File: src/rtl/fcd_pkg.sv
package fcd_pkg;
  typedef enum logic [1:0] {
    ST_IDLE = 2'd0,
    ST_WIN  = 2'd1,
    ST_DEC  = 2'd2
  } win_st_e;
endpackage

File: src/rtl/fcd_win_timer.sv
module fcd_win_timer
  import fcd_pkg::*;
#(
  parameter int WIN_CYC = 300
) (
  input  logic clk_i,
  input  logic rst_ni,
  input  logic pulse_i,
  output logic win_start_o,
  output logic win_act_o,
  output logic win_done_o
);
  localparam int CNT_W = (WIN_CYC > 1) ? $clog2(WIN_CYC) : 1;

  win_st_e            st_q;
  logic [CNT_W-1:0]   cnt_q;
  logic               pulse_q;
  logic               rise;

  assign rise        = pulse_i & ~pulse_q;
  assign win_start_o = (st_q == ST_IDLE) && rise;
  assign win_act_o   = (st_q == ST_WIN);
  assign win_done_o  = (st_q == ST_DEC);

  always_ff @(posedge clk_i or negedge rst_ni) begin
    if (!rst_ni) begin
      st_q    <= ST_IDLE;
      cnt_q   <= '0;
      pulse_q <= 1'b0;
    end else begin
      pulse_q <= pulse_i;
      unique case (st_q)
        ST_IDLE: begin
          if (rise) begin
            st_q  <= ST_WIN;
            cnt_q <= '0;
          end
        end
        ST_WIN: begin
          cnt_q <= cnt_q + 1'b1;
          if (cnt_q == CNT_W'(WIN_CYC - 1)) st_q <= ST_DEC;
        end
        ST_DEC:  st_q <= ST_IDLE;
        default: st_q <= ST_IDLE;
      endcase
    end
  end
endmodule

File: src/rtl/fcd_flag_qual.sv
module fcd_flag_qual #(
  parameter int NFLAG   = 8,
  parameter int MIN_RUN = 4
) (
  input  logic             clk_i,
  input  logic             rst_ni,
  input  logic             clr_i,
  input  logic             act_i,
  input  logic [NFLAG-1:0] det_i,
  output logic [NFLAG-1:0] qual_o
);
  localparam int RUN_W = $clog2(MIN_RUN + 1);

  for (genvar i = 0; i < NFLAG; i++) begin : g_flag
    logic [RUN_W-1:0] run_q;
    logic [RUN_W-1:0] run_nxt;
    logic             q_q;

    // saturate at the threshold
    assign run_nxt = (run_q == RUN_W'(MIN_RUN)) ? run_q : run_q + 1'b1;

    always_ff @(posedge clk_i or negedge rst_ni) begin
      if (!rst_ni) begin
        run_q <= '0;
        q_q   <= 1'b0;
      end else if (clr_i) begin
        run_q <= '0;
        q_q   <= 1'b0;
      end else if (act_i) begin
        if (det_i[i]) begin
          run_q <= run_nxt;
          if (run_nxt == RUN_W'(MIN_RUN)) q_q <= 1'b1;
        end else begin
          run_q <= '0;
        end
      end
    end

    assign qual_o[i] = q_q;
  end
endmodule

File: src/rtl/fcd_prio_sel.sv
module fcd_prio_sel #(
  parameter int                             NFLAG     = 8,
  parameter int                             NUM_ENTRY = 8,
  parameter int                             CODE_W    = 4,
  parameter logic [NUM_ENTRY*NFLAG-1:0]     NEED_TBL  = '0,
  parameter logic [NUM_ENTRY*NFLAG-1:0]     VETO_TBL  = '0,
  parameter logic [NUM_ENTRY*CODE_W-1:0]    CODE_TBL  = '0
) (
  input  logic [NFLAG-1:0]  qual_i,
  output logic              hit_o,
  output logic [CODE_W-1:0] code_o
);
  logic [NUM_ENTRY-1:0] match;

  for (genvar k = 0; k < NUM_ENTRY; k++) begin : g_ent
    localparam logic [NFLAG-1:0] NEED = NEED_TBL[k*NFLAG +: NFLAG];
    localparam logic [NFLAG-1:0] VETO = VETO_TBL[k*NFLAG +: NFLAG];
    assign match[k] = (NEED != '0) && ((qual_i & NEED) == NEED) && ((qual_i & VETO) == '0);
  end

  // lowest index wins: scan downward so the last write is the winner
  always_comb begin
    hit_o  = 1'b0;
    code_o = '0;
    for (int k = NUM_ENTRY - 1; k >= 0; k--) begin
      if (match[k]) begin
        hit_o  = 1'b1;
        code_o = CODE_TBL[k*CODE_W +: CODE_W];
      end
    end
  end
endmodule

File: src/rtl/chan_disc.sv
module chan_disc #(
  parameter int NUM_GRP   = 2,
  parameter int NUM_FLT   = 4,
  parameter int WIN_CYC   = 300,
  parameter int MIN_RUN   = 4,
  parameter int NUM_ENTRY = 8,
  parameter int CODE_W    = 4,
  parameter logic [NUM_ENTRY*NUM_GRP*NUM_FLT-1:0] NEED_TBL = 64'h8040_2010_0804_0201,
  parameter logic [NUM_ENTRY*NUM_GRP*NUM_FLT-1:0] VETO_TBL = 64'h0804_0201_8040_2010,
  parameter logic [NUM_ENTRY*CODE_W-1:0]          CODE_TBL = 32'h8765_4321
) (
  input  logic                       clk_i,
  input  logic                       rst_ni,
  input  logic                       pulse_i,
  input  logic [NUM_GRP*NUM_FLT-1:0] det_i,
  output logic [CODE_W-1:0]          code_o,
  output logic                       valid_o,
  output logic                       err_o
);
  localparam int NFLAG = NUM_GRP * NUM_FLT;

  logic              win_start;
  logic              win_act;
  logic              win_done;
  logic [NFLAG-1:0]  qual;
  logic              hit;
  logic [CODE_W-1:0] sel_code;

  fcd_win_timer #(.WIN_CYC(WIN_CYC)) u_timer (
    .clk_i      (clk_i),
    .rst_ni     (rst_ni),
    .pulse_i    (pulse_i),
    .win_start_o(win_start),
    .win_act_o  (win_act),
    .win_done_o (win_done)
  );

  fcd_flag_qual #(.NFLAG(NFLAG), .MIN_RUN(MIN_RUN)) u_qual (
    .clk_i (clk_i),
    .rst_ni(rst_ni),
    .clr_i (win_start),
    .act_i (win_act),
    .det_i (det_i),
    .qual_o(qual)
  );

  fcd_prio_sel #(
    .NFLAG    (NFLAG),
    .NUM_ENTRY(NUM_ENTRY),
    .CODE_W   (CODE_W),
    .NEED_TBL (NEED_TBL),
    .VETO_TBL (VETO_TBL),
    .CODE_TBL (CODE_TBL)
  ) u_prio (
    .qual_i(qual),
    .hit_o (hit),
    .code_o(sel_code)
  );

  always_ff @(posedge clk_i or negedge rst_ni) begin
    if (!rst_ni) begin
      code_o  <= '0;
      valid_o <= 1'b0;
      err_o   <= 1'b0;
    end else begin
      valid_o <= win_done & hit;
      err_o   <= win_done & ~hit;
      if (win_done && hit) code_o <= sel_code;
    end
  end
endmodule

File: config.mk
export PLATFORM = sky130hd
export DESIGN_NAME = chan_disc
export DESIGN_NICKNAME = d
export VERILOG_FILES = /design/src/rtl/fcd_pkg.sv /design/src/rtl/fcd_win_timer.sv /design/src/rtl/fcd_flag_qual.sv /design/src/rtl/fcd_prio_sel.sv /design/src/rtl/chan_disc.sv
export SDC_FILE = /design/constraint.sdc
export NUM_CORES = 1
export LEC_CHECK = 0
export ABC_CLOCK_PERIOD_IN_PS = 2350
export CAP_MARGIN = 30
export CORE_ASPECT_RATIO = 2
export CORE_MARGIN = 3
export CORE_UTILIZATION = 59
export CTS_CLUSTER_DIAMETER = 120
export DETAILED_ROUTE_END_ITERATION = 7
export DONT_BUFFER_PORTS = 1
export GPL_TIMING_DRIVEN = 0
export HOLD_SLACK_MARGIN = 0.12
export MAX_ROUTING_LAYER = met4
export PLACE_DENSITY = 0.75
export SYNTH_ARGS = -nofsm -noshare
export SYNTH_HDL_FRONTEND = slang
export SYNTH_SLANG_ARGS = --single-unit
File: constraint.sdc
create_clock -name clk_i -period 2.35 [get_ports clk_i]
set_clock_uncertainty 0.1 [all_clocks]
set_input_delay 0.47 -clock clk_i [delete_from_list [all_inputs] [get_ports clk_i]]
set_output_delay 0.47 -clock clk_i [all_outputs]
set_load 0.005 [all_outputs]
==> impl_results.md, run 1 <==
* Run status: completed
* Root buf cell: sky130_fd_sc_hd__clkbuf_8
* Most used flip-flop cell after synthesis: sky130_fd_sc_hd__dfrtp_1
* Detailed-placement wirelength estimate at 4025 µm
* Height of the chip at 102.3 µm
* Final antenna-violating net count at 0
* Shortest period the worst path allows at 2.052 ns
* Clock latency of the later-clocked register in the worst-skew pair at 0.30 ns
* GR Overflow Total at 0
* DRT Pass-1 Iters at 4
* Worst R2R End: u_qual.g_flag[7].run_q[2]$_DFFE_PN0P_
* Worst-path cell with the longest stage delay: sky130_fd_sc_hd__nor4b_4
* Proportion of layout cells with a drive suffix above 1 at 7.586%
* Timing-limited maximum frequency at 487.4 MHz
* Data arrival, critical path at 2.15 ns
* Logic pwr share at 25.4%
* Routed len/inst at 16.39 µm
* Critical path class: reg -> reg
* Die area at 0.005536 mm²
* Maximum number of buffers from clock root to sink at 2
* Worst slew pin tran at 0.6757 ns
* Total internal power at 1.575 mW
* Share of flip-flops with an asynchronous set or reset at 100.0%
* Clock tree from TritonCTS: yes
* Most common cell in the synthesized netlist: sky130_fd_sc_hd__dfrtp_1
* Number of buffer and inverter instances along the worst setup path at 1
* Number of endpoints with negative hold slack in the final report at 0
* Number of stages on the worst hold path at 2
* Switching fraction of total power at 31.68%
* Total I/O pin count at 17
* Post-Place Worst Slack at 0.3179 ns
* Kind of launch point of the worst setup path: register
* Yosys warning total at 0
* Wire length of the first global-routing pass at 9390 µm
* Number of nets produced by synthesis at 307
* Site Rows at 34
* Vias/cell at 6.137
* Pin count of the biggest net entering global routing at 51
* Post-synthesis instance total at 279
* Number of remaining DRC errors at 0
* Share of power burned in the clock network at 25.9%
* CP endpoint kind: register
* Max Slew Vio Count at 0
* Yosys reg bits at 50
* Via count of the routed design at 2111
* Die X at 54.14 µm
* Placeable Area at 0.004424 mm²
* Area after DPL at 0.002801 mm²
* CP max stage delay at 0.70 ns
* EDFF count, synth at 0
* H-tree Lvls at 2
* Biggest area contributors in the synthesized netlist: sky130_fd_sc_hd__dfrtp_1 (46%), sky130_fd_sc_hd__ha_1 (7.8%), sky130_fd_sc_hd__mux2_2 (3.3%)
* Path depth of the worst reg2reg path at 4
* Proportion of synthesized chip area in sequential cells at 45.77%
* Total routing usage reported by global routing at 23.48%
* Area share of the largest cell type after synthesis at 45.77%
* Setup tns final at 0 ns
* Final Core Density at 66.80%
* Switch Pwr at 0.7300 mW
* Remaining max-slew budget at the tightest pin at 54.76%
* Worst voltage drop across the vdd grid at 0.6522 mV
* Final standard cell area without fillers at 0.002955 mm²
* Power, Total at 2.305 mW
* Cell type with the highest aggregate area in the netlist: sky130_fd_sc_hd__dfrtp_1
* Quantity of gates resized following cts at 0
* Classification of the worst-slack hold path: in -> reg
* Share of the cycle needed by the critical path after routing at 87.30%
* Layout Nets at 317
* Ant diodes at 0
* Largest driver fanout on the critical path at 10
* Weighted congestion reported at the end of routability-driven placement at 0.7718
* Starting density of the core at 61.79%
* Detailed Route Iter0 Violations at 28
* Setup repair after global routing missed its margin: false
* Worst setup slack for register-to-register paths at 0.30 ns
* Share of power burned in registers at 48.7%
* Layout Area Growth over Synthesis at 8.101%
* Clock-pin slew on the worst setup and hold paths at 0.09 ns
* Total routed wirelength at 5637 µm
* Antenna violations before repair at 0
* Sequence of cells on the critical path: nor4b_4 > nor2_2 > buf_2 > a21o_1
* Syn avg cell area at 9.799 µm²
* Reg-to-reg startpoint: u_timer.st_q[1]$_DFFE_PN0P_
* Count of clock tree sinks at 50
* Port bufs at 0
* Leakage power of the design at 1.455 nW
* Vias in the first global route at 2151
* WHS Endpoint: u_qual.g_flag[6].run_q[0]$_DFFE_PN0P_
* Clock buffers created by TritonCTS at 5
* Startpoint of the lowest-slack hold path: det_i[6]
* Synth unique cells at 39
* Kind of cell adding the most delay to the critical path: simple AND/OR/NAND/NOR gates
* Final setup margin at 0.2984 ns
* Final count of negative-setup-slack endpoints at 0
* Top cells by instance count after synthesis: sky130_fd_sc_hd__dfrtp_1 (50), sky130_fd_sc_hd__nand2_1 (22), sky130_fd_sc_hd__inv_1 (21), sky130_fd_sc_hd__nor2_1 (21), sky130_fd_sc_hd__ha_1 (17)
* Required time at the worst-slack endpoint at 2.45 ns
* Number of max-cap violations at 0
* Ratio of total power to cell area at 779.8 mW/mm²
* Cell Area, Synth at 0.002734 mm²
[metal layers]
metal | GRT usage [%] | routed length [µm] | part of all wire, % | vias up
li1 | - | - | - | 1005
met1 | 24.00 | 2225 | 39 | 1057
met2 | 41.74 | 3116 | 55 | 39
met3 | 3.942 | 192 | 3.4 | 10
met4 | 10.17 | 102 | 1.8 | 0
met5 | - | 0 | 0 | -
[power by group through the flow]
stage	logic, mW	registers [mW]	clock network (mW)
2_1_floorplan	0.465	1.10	0
3_3_place_gp	0.536	1.13	0
3_5_place_dp	0.559	1.14	0
4_1_cts	0.589	1.12	0.614
5_1_grt	0.657	1.14	0.654
6_report	0.585	1.12	0.597
[per-stage QoR]
stage	hold slack, ns	std cells
after floorplan	0.07441	279
after global placement	0.07546	333
after detailed placement	0.07545	333
after CTS	0.1964	344
after global routing	0.2231	344
final	0.2067	344
[cell type report]
type | instances | area (µm²)
Buffer | 9 | 40.04
Clock buffer | 7 | 76.32
Clock inverter | 1 | 30.03
Fill cell | 374 | 1469
Inverter | 21 | 78.83
Multi-Input combinational cell | 199 | 1364
Sequential cell | 50 | 1251
Tap cell | 54 | 67.56
Timing Repair Buffer | 3 | 47.55
[cells in the final DEF (no fill, tap or decap), drive strengths merged, types with 3 or more instances in the layout]
cell and instances:
a21o 8, a21oi 11, a31oi 5, and3b 7, buf 6, clkbuf 11, dfrtp 50, ha 17
inv 21, mux2 8, nand2 22, nand2b 5, nand3 12, nand3b 5, nand4 4, nor2 22
nor2b 8, nor3 8, o211ai 3, o21ai 15, o31ai 8, o32ai 4, xnor2 5, xor2 4
[what timing repair did]
| item | 4_1_cts | 5_1_grt |
|---|---|---|
| setup buffers | 0 | 0 |
| hold buffers | 3 | 0 |
| hold endpoints to repair | 51 | 0 |
[worst max path at each step]
stage                                      from                               endpoint  cells past startpoint
finish              u_timer.st_q[1]$_DFFE_PN0P_  u_qual.g_flag[7].run_q[2]$_DFFE_PN0P_                      4
global route        u_timer.st_q[1]$_DFFE_PN0P_           u_timer.cnt_q[0]$_DFFE_PN0P_                      5
CTS                 u_timer.st_q[1]$_DFFE_PN0P_  u_qual.g_flag[7].run_q[2]$_DFFE_PN0P_                      4
detailed placement  u_timer.st_q[1]$_DFFE_PN0P_  u_qual.g_flag[4].run_q[2]$_DFFE_PN0P_                      4
global placement    u_timer.st_q[1]$_DFFE_PN0P_  u_qual.g_flag[4].run_q[2]$_DFFE_PN0P_                      4
floorplan           u_timer.st_q[0]$_DFFE_PN0P_  u_qual.g_flag[0].run_q[2]$_DFFE_PN0P_                      5
[registers in the layout, indices dropped and copies added, names as in the netlist]
register	flops
valid_o	1
u_timer.pulse_q	1
u_qual.g_flag.run_q	24
err_o	1
u_qual.g_flag.q_q	8
u_timer.st_q	2
u_timer.cnt_q	9
code_o	4
[logic make-up (layout without fill, tap and decap cells)]
kind of cell             count (synthesis)  after routing  share of synthesized area, %
flip-flops                              50             50                         45.77
buffers and inverters                   30             41                         4.348
adder cells (fa/ha/maj)                 17             17                         7.780
XOR/XNOR                                 9              9                         2.883
AND/OR/NAND/NOR                        101            101                         20.23
multiplexers                            10             10                         4.028
AO/OA/AOI/OAI                           62             62                         14.97
(Power assumes the default switching activity.)
==> run 2, diff against run 1 <==
--- a/config.mk
+++ b/config.mk
@@ -9,14 +9,13 @@
 export CAP_MARGIN = 30
 export CORE_ASPECT_RATIO = 2
 export CORE_MARGIN = 3
-export CORE_UTILIZATION = 59
+export CORE_UTILIZATION = 45
 export CTS_CLUSTER_DIAMETER = 120
 export DETAILED_ROUTE_END_ITERATION = 7
 export DONT_BUFFER_PORTS = 1
 export GPL_TIMING_DRIVEN = 0
 export HOLD_SLACK_MARGIN = 0.12
 export MAX_ROUTING_LAYER = met4
-export PLACE_DENSITY = 0.75
 export SYNTH_ARGS = -nofsm -noshare
 export SYNTH_HDL_FRONTEND = slang
 export SYNTH_SLANG_ARGS = --single-unit
==> impl_results.md, run 2 (synthesized netlist as in run 1, its figures left out) <==
* Run status: completed
* Leakage power of the design at 1.477 nW (+1.5%)
* Max Slew Vio Count at 0 (unchanged)
* Detailed Route Iter0 Violations at 86 (+210%)
* Pin count of the biggest net entering global routing at 51 (unchanged)
* Biggest register: u_qual.g_flag.run_q
* Number of flip-flops in the largest register at 24 (unchanged)
* Root buf cell: sky130_fd_sc_hd__clkbuf_16
* GR Overflow Total at 0 (unchanged)
* Largest driver fanout on the critical path at 10 (unchanged)
* Vias/cell at 5.812 (-5.3%)
* Detailed-placement wirelength estimate at 4011 µm (-0.35%)
* Most frequent cells in the layout: sky130_fd_sc_hd__dfrtp_1 (50), sky130_fd_sc_hd__nand2_1 (22), sky130_fd_sc_hd__inv_1 (21), sky130_fd_sc_hd__nor2_1 (21), sky130_fd_sc_hd__ha_1 (17)
* Ant diodes at 0 (unchanged)
* Antenna violations before repair at 0 (unchanged)
* Number of endpoints with negative hold slack in the final report at 0 (unchanged)
* Final antenna-violating net count at 0 (unchanged)
* CP endpoint kind: register
* Site Rows at 39 (+15%)
* Fill cells at 535 (+43%)
* Total routed wirelength at 5593 µm (-0.78%)
* Setup tns final at 0 ns (unchanged)
* Shortest period the worst path allows at 2.107 ns (+0.05572 ns)
* Layout Area Growth over Synthesis at 9.931%
* Remaining max-slew budget at the tightest pin at 52.22% (-2.5 points)
* Setup repair after global routing missed its margin: false
* Vias in the first global route at 1979 (-8.0%)
* Starting density of the core at 47.08% (-15 points)
* Quantity of gates resized following cts at 0 (unchanged)
* DRT Pass-1 Iters at 4 (unchanged)
* Clock tree from TritonCTS: yes
* Most common cell after layout, fill and taps aside: sky130_fd_sc_hd__dfrtp_1
* Critical path class: reg -> reg
* Final standard cell area without fillers at 0.003005 mm² (+1.7%)
* Clock latency of the later-clocked register in the worst-skew pair at 0.29 ns (about the same)
* Number of max-cap violations at 0 (unchanged)
* CP max stage delay at 0.73 ns (+0.03 ns)
* Final setup margin at 0.2427 ns (-0.05572 ns)
* Kind of launch point of the worst setup path: register
* Clock-pin slew on the worst setup and hold paths at 0.06 ns (-0.03 ns)
* Share of the cycle needed by the critical path after routing at 89.67% (+2.4 points)
* Post-route insts no fill at 351 (+2.0%)
* Weighted congestion reported at the end of routability-driven placement at 0.8078 (+4.7%)
* Required time at the worst-slack endpoint at 2.43 ns (-0.02 ns)
* Sequence of cells on the critical path: nor4b_4 > nor2_2 > buf_2 > a21o_1
* Worst voltage drop across the vdd grid at 0.5330 mV (-18%)
* Classification of the worst-slack hold path: in -> reg
* Placeable Area at 0.005807 mm² (+31%)
* Total routing usage reported by global routing at 18.15% (-5.3 points)
* Total I/O pin count at 17 (unchanged)
* Count of clock tree sinks at 50 (unchanged)
* Timing-limited maximum frequency at 474.5 MHz (-2.6%)
* Die X at 61.12 µm (+13%)
* Data arrival, critical path at 2.19 ns (+0.04 ns)
* Die area at 0.007103 mm² (+28%)
* H-tree Lvls at 2 (unchanged)
* Ratio of total power to cell area at 812.6 mW/mm² (+4.2%)
* Final count of negative-setup-slack endpoints at 0 (unchanged)
* Wire length of the first global-routing pass at 9266 µm (-1.3%)
* Worst slew pin tran at 0.7136 ns (+0.03793 ns)
* Area after DPL at 0.002810 mm² (+0.31%)
* Routed len/inst at 15.93 µm (-2.8%)
* Number of remaining DRC errors at 0 (unchanged)
* Worst-path cell with the longest stage delay: sky130_fd_sc_hd__nor4b_4
* Number of cells after detailed placement at 340 (+2.1%)
* Post-Place Worst Slack at 0.2515 ns (-0.06641 ns)
* Clock buffers created by TritonCTS at 5 (unchanged)
* Layout Nets at 317 (unchanged)
* Via count of the routed design at 2040 (-3.4%)
* Buffers inserted during post-CTS setup optimization at 0 (unchanged)
* Port bufs at 0 (unchanged)
* Height of the chip at 116.2 µm (+14%)
* Proportion of layout cells with a drive suffix above 1 at 7.931% (+0.34 points)
* Biggest regs: u_qual.g_flag.run_q: 24 flops, u_timer.cnt_q: 9 flops, u_qual.g_flag.q_q: 8 flops
* Maximum number of buffers from clock root to sink at 2 (unchanged)
## run 2: cell types whose count changed in the layout (fill, tap and decap cells not counted)
cell and delta:
sky130_fd_sc_hd__clkbuf_8 -4, sky130_fd_sc_hd__clkbuf_16 +5, sky130_fd_sc_hd__bufinv_16 -1, sky130_fd_sc_hd__clkbuf_1 -1, sky130_fd_sc_hd__clkinv_2 +1
## run 2: final cells by class
| class | instances | area (µm²) | share of cell area, % |
|---|---|---|---|
| Multi-Input combinational cell | 199 | 1364 | 45.38 |
| Sequential cell | 50 | 1251 | 41.63 |
| Clock buffer | 7 | 142.6 | 4.746 |
| Inverter | 21 | 78.83 | 2.623 |
| Tap cell | 61 | 76.32 | 2.540 |
| Timing Repair Buffer | 3 | 47.55 | 1.582 |
| Buffer | 9 | 40.04 | 1.332 |
| Clock inverter | 1 | 5.005 | 0.1665 |
## run 2: what timing repair did
action                                  4_1_cts  5_1_grt
endpoints found under the setup margin        0        0
hold endpoints to repair                     51        0
hold buffers                                  3        0
## run 2: final timing paths
kind                                                    from                               endpoint  slack, ns  cells past startpoint
worst min-delay path                                det_i[3]  u_qual.g_flag[3].run_q[0]$_DFFE_PN0P_       0.22                      2
worst min register to register  u_timer.cnt_q[8]$_DFFE_PN0P_           u_timer.cnt_q[8]$_DFFE_PN0P_       0.39                      1
min in group asynchronous                             rst_ni  u_qual.g_flag[2].run_q[1]$_DFFE_PN0P_       0.59                      2
worst max-delay path             u_timer.st_q[1]$_DFFE_PN0P_  u_qual.g_flag[6].run_q[2]$_DFFE_PN0P_       0.24                      4
max in group asynchronous                             rst_ni       u_qual.g_flag[5].q_q$_DFFE_PN0P_       1.34                      2
worst max register to register   u_timer.st_q[1]$_DFFE_PN0P_  u_qual.g_flag[6].run_q[2]$_DFFE_PN0P_       0.24                      4
## run 2: through the flow
step	power, mW	hold WS [ns]	utilization, %
2_1_floorplan	1.564	0.07441	-
3_3_place_gp	1.678	0.07557	48.39
3_5_place_dp	1.696	0.07575	48.39
4_1_cts	2.469	0.2137	51.76
5_1_grt	2.618	0.2120	51.76
6_report	2.442	0.2162	51.76
## run 2: critical path, delay by kind of cell, from the launching register on
kind            cells  cell delay (ns)
flops               1             0.52
buf+inv             1             0.26
compound gates      1             0.20
simple gates        2             0.91
## run 2: power breakdown
part / total [mW] / leakage [nW] / internal (mW) / switching [mW]
Combinational: 0.582 / 0.760 / 0.277 / 0.304
Clock: 0.732 / 0.0739 / 0.423 / 0.309
Sequential: 1.13 / 0.643 / 0.979 / 0.150
## run 2: layer usage
metal / track usage (%) / wire, µm
met5: - / 0
met2: 31.12 / 3001
met4: 6.946 / 99
met1: 19.70 / 2321
met3: 3.982 / 170
==> run 3, diff against run 2 <==
--- a/config.mk
+++ b/config.mk
@@ -9,13 +9,15 @@
 export CAP_MARGIN = 30
 export CORE_ASPECT_RATIO = 2
 export CORE_MARGIN = 3
-export CORE_UTILIZATION = 45
+export CORE_UTILIZATION = 50
 export CTS_CLUSTER_DIAMETER = 120
 export DETAILED_ROUTE_END_ITERATION = 7
 export DONT_BUFFER_PORTS = 1
+export GPL_ROUTABILITY_DRIVEN = 0
 export GPL_TIMING_DRIVEN = 0
 export HOLD_SLACK_MARGIN = 0.12
 export MAX_ROUTING_LAYER = met4
+export SETUP_SLACK_MARGIN = 0.05
 export SYNTH_ARGS = -nofsm -noshare
 export SYNTH_HDL_FRONTEND = slang
 export SYNTH_SLANG_ARGS = --single-unit
==> impl_results.md, run 3 (synthesized netlist as in run 1, its figures left out) <==
* Run status: completed
* WL met2 at 2825 µm (-5.9%)
* Largest driver fanout on the critical path at 10 (unchanged)
* Worst slew pin tran at 0.7325 ns (+0.01888 ns)
* Number of remaining DRC errors at 0 (unchanged)
* Share of power burned in registers at 50.5% (+4.3 points)
* Site Rows at 37 (-5.1%)
* Vias/cell at 5.839 (+0.47%)
* Quantity of gates resized following cts at 0 (unchanged)
* Number of flip-flops in the largest register at 24 (unchanged)
* Worst voltage drop across the vdd grid at 0.5904 mV (+11%)
* Setup repair after global routing missed its margin: false
* Count of clock tree sinks at 50 (unchanged)
* Starting density of the core at 52.26% (+5.2 points)
* H-tree Lvls at 2 (unchanged)
* Detailed-placement wirelength estimate at 3892 µm (-3.0%)
* Buffers inserted during post-CTS setup optimization at 0 (unchanged)
* Remaining max-slew budget at the tightest pin at 50.96% (-1.3 points)
* Post-route insts no fill at 348 (-0.85%)
* Final antenna-violating net count at 0 (unchanged)
* Leakage power of the design at 1.451 nW (-1.7%)
* Logic pwr share at 26.3% (+2.5 points)
* Switching fraction of total power at 32.54% (+1.3 points)
* Power, Total at 2.214 mW (-9.4%)
* Most frequent cells in the layout: sky130_fd_sc_hd__dfrtp_1 (50), sky130_fd_sc_hd__nand2_1 (22), sky130_fd_sc_hd__inv_1 (21), sky130_fd_sc_hd__nor2_1 (21), sky130_fd_sc_hd__ha_1 (17)
* Die X at 58.29 µm (-4.6%)
* Ant diodes at 0 (unchanged)
* Clock-pin slew on the worst setup and hold paths at 0.09 ns (+0.03 ns)
* Final setup margin at 0.2738 ns (+0.03110 ns)
* Die area at 0.006445 mm² (-9.3%)
* Placeable Area at 0.005231 mm² (-9.9%)
* Timing-limited maximum frequency at 481.6 MHz (+1.5%)
* Number of max-cap violations at 0 (unchanged)
* Share of the cycle needed by the critical path after routing at 88.35% (-1.3 points)
* Classification of the worst-slack hold path: in -> reg
* Most common cell after layout, fill and taps aside: sky130_fd_sc_hd__dfrtp_1
* Switch Pwr at 0.7203 mW (-5.6%)
* Via count of the routed design at 2032 (-0.39%)
* Final count of negative-setup-slack endpoints at 0 (unchanged)
* Shortest period the worst path allows at 2.076 ns (-0.03110 ns)
* Setup tns final at 0 ns (unchanged)
* Proportion of layout cells with a drive suffix above 1 at 7.931% (unchanged)
* Total I/O pin count at 17 (unchanged)
* Maximum number of buffers from clock root to sink at 2 (unchanged)
* Antenna violations before repair at 0 (unchanged)
* Post-Place Worst Slack at 0.2864 ns (+0.03491 ns)
* Total routed wirelength at 5378 µm (-3.8%)
* Number of cells after detailed placement at 337 (-0.88%)
* CP endpoint kind: register
* Routed len/inst at 15.45 µm (-3.0%)
* Fill cells at 493 (-7.9%)
* Final Core Density at 56.30% (+4.5 points)
* GR Overflow Total at 0 (unchanged)
* Clock buffers created by TritonCTS at 5 (unchanged)
* Data arrival, critical path at 2.17 ns (-0.02 ns)
* Number of endpoints with negative hold slack in the final report at 0 (unchanged)
* Ratio of total power to cell area at 751.6 mW/mm² (-7.5%)
* Biggest register: u_qual.g_flag.run_q
* Total internal power at 1.493 mW (-11%)
* Length of routed wiring on met1 at 2316 µm (-0.22%)
* Share of power burned in the clock network at 23.2% (-6.8 points)
* Max Slew Vio Count at 0 (unchanged)
* Root buf cell: sky130_fd_sc_hd__clkbuf_8
* Port bufs at 0 (unchanged)
* DRT Pass-1 Iters at 4 (unchanged)
* Layout Nets at 317 (unchanged)
* Clock tree from TritonCTS: yes
* Detailed Route Iter0 Violations at 80 (-7.0%)
* Number of hold-repair buffers added at the cts stage at 3 (unchanged)
* Final standard cell area without fillers at 0.002945 mm² (-2.0%)
* Critical path class: reg -> reg
* Layout Area Growth over Synthesis at 7.734%
* Wire length of the first global-routing pass at 9473 µm (+2.2%)
* Uppermost signal routing layer after detailed routing: met4
* Kind of launch point of the worst setup path: register
* Routed wl met3 at 152 µm (-11%)
* Biggest regs: u_qual.g_flag.run_q: 24 flops, u_timer.cnt_q: 9 flops, u_qual.g_flag.q_q: 8 flops
* Required time at the worst-slack endpoint at 2.44 ns (about the same)
* Height of the chip at 110.6 µm (-4.9%)
* Worst-case hold slack at 0.2070 ns (-0.009196 ns)
* Pin count of the biggest net entering global routing at 51 (unchanged)
* Clock latency of the later-clocked register in the worst-skew pair at 0.30 ns (about the same)
* Total routing usage reported by global routing at 19.10% (+0.95 points)
* Vias in the first global route at 2059 (+4.0%)
* Area after DPL at 0.002806 mm² (-0.13%)
run 3: cell count changes in the layout (fill, tap and decap cells not counted):
cell | before | now
sky130_fd_sc_hd__clkbuf_16 | 5 | 0
sky130_fd_sc_hd__clkbuf_8 | 1 | 6
run 3: power by group through the flow:
stage / sequential [mW] / combinational [mW] / clock (mW)
after floorplan: 1.10 / 0.465 / 0
after global placement: 1.13 / 0.546 / 0
after detailed placement: 1.14 / 0.555 / 0
after CTS: 1.12 / 0.586 / 0.534
after global routing: 1.14 / 0.681 / 0.564
final: 1.12 / 0.581 / 0.514
run 3: final timing paths:
| check | startpoint | endpoint | depth (start not counted) | slack [ns] |
|---|---|---|---|---|
| worst min-delay path | det_i[6] | u_qual.g_flag[6].run_q[0]$_DFFE_PN0P_ | 2 | 0.21 |
| max in group asynchronous | rst_ni | u_qual.g_flag[6].run_q[2]$_DFFE_PN0P_ | 2 | 1.33 |
| worst max-delay path | u_timer.st_q[0]$_DFFE_PN0P_ | u_qual.g_flag[4].run_q[2]$_DFFE_PN0P_ | 5 | 0.27 |
| worst max register to register | u_timer.st_q[0]$_DFFE_PN0P_ | u_qual.g_flag[4].run_q[2]$_DFFE_PN0P_ | 5 | 0.27 |
| min in group asynchronous | rst_ni | u_qual.g_flag[2].run_q[1]$_DFFE_PN0P_ | 2 | 0.57 |
| worst min register to register | u_timer.cnt_q[8]$_DFFE_PN0P_ | u_timer.cnt_q[8]$_DFFE_PN0P_ | 1 | 0.40 |
run 3: routing by layer:
layer	GRT usage, %	vias to the layer above
met4	5.263	0
met3	3.275	8
li1	-	1014
met1	22.75	981
met2	32.26	29
met5	-	-
run 3: final cells by class:
class / count / area, µm² / area share [%]
multi-input cells: 199 / 1364 / 46.30
flip-flops and latches: 50 / 1251 / 42.48
clock buffers: 7 / 86.33 / 2.931
inverters: 21 / 78.83 / 2.676
well taps: 58 / 72.57 / 2.464
repair buffers: 3 / 47.55 / 1.614
plain buffers: 9 / 40.04 / 1.359
clock inverters: 1 / 5.005 / 0.1699
run 3: worst max-delay path, cell delays in order, from the launching register on:
cell	delay, ns
sky130_fd_sc_hd__dfrtp_1	0.37
sky130_fd_sc_hd__buf_2	0.17
sky130_fd_sc_hd__nor4b_4	0.68
sky130_fd_sc_hd__nor2_2	0.18
sky130_fd_sc_hd__buf_2	0.26
sky130_fd_sc_hd__a21o_1	0.20
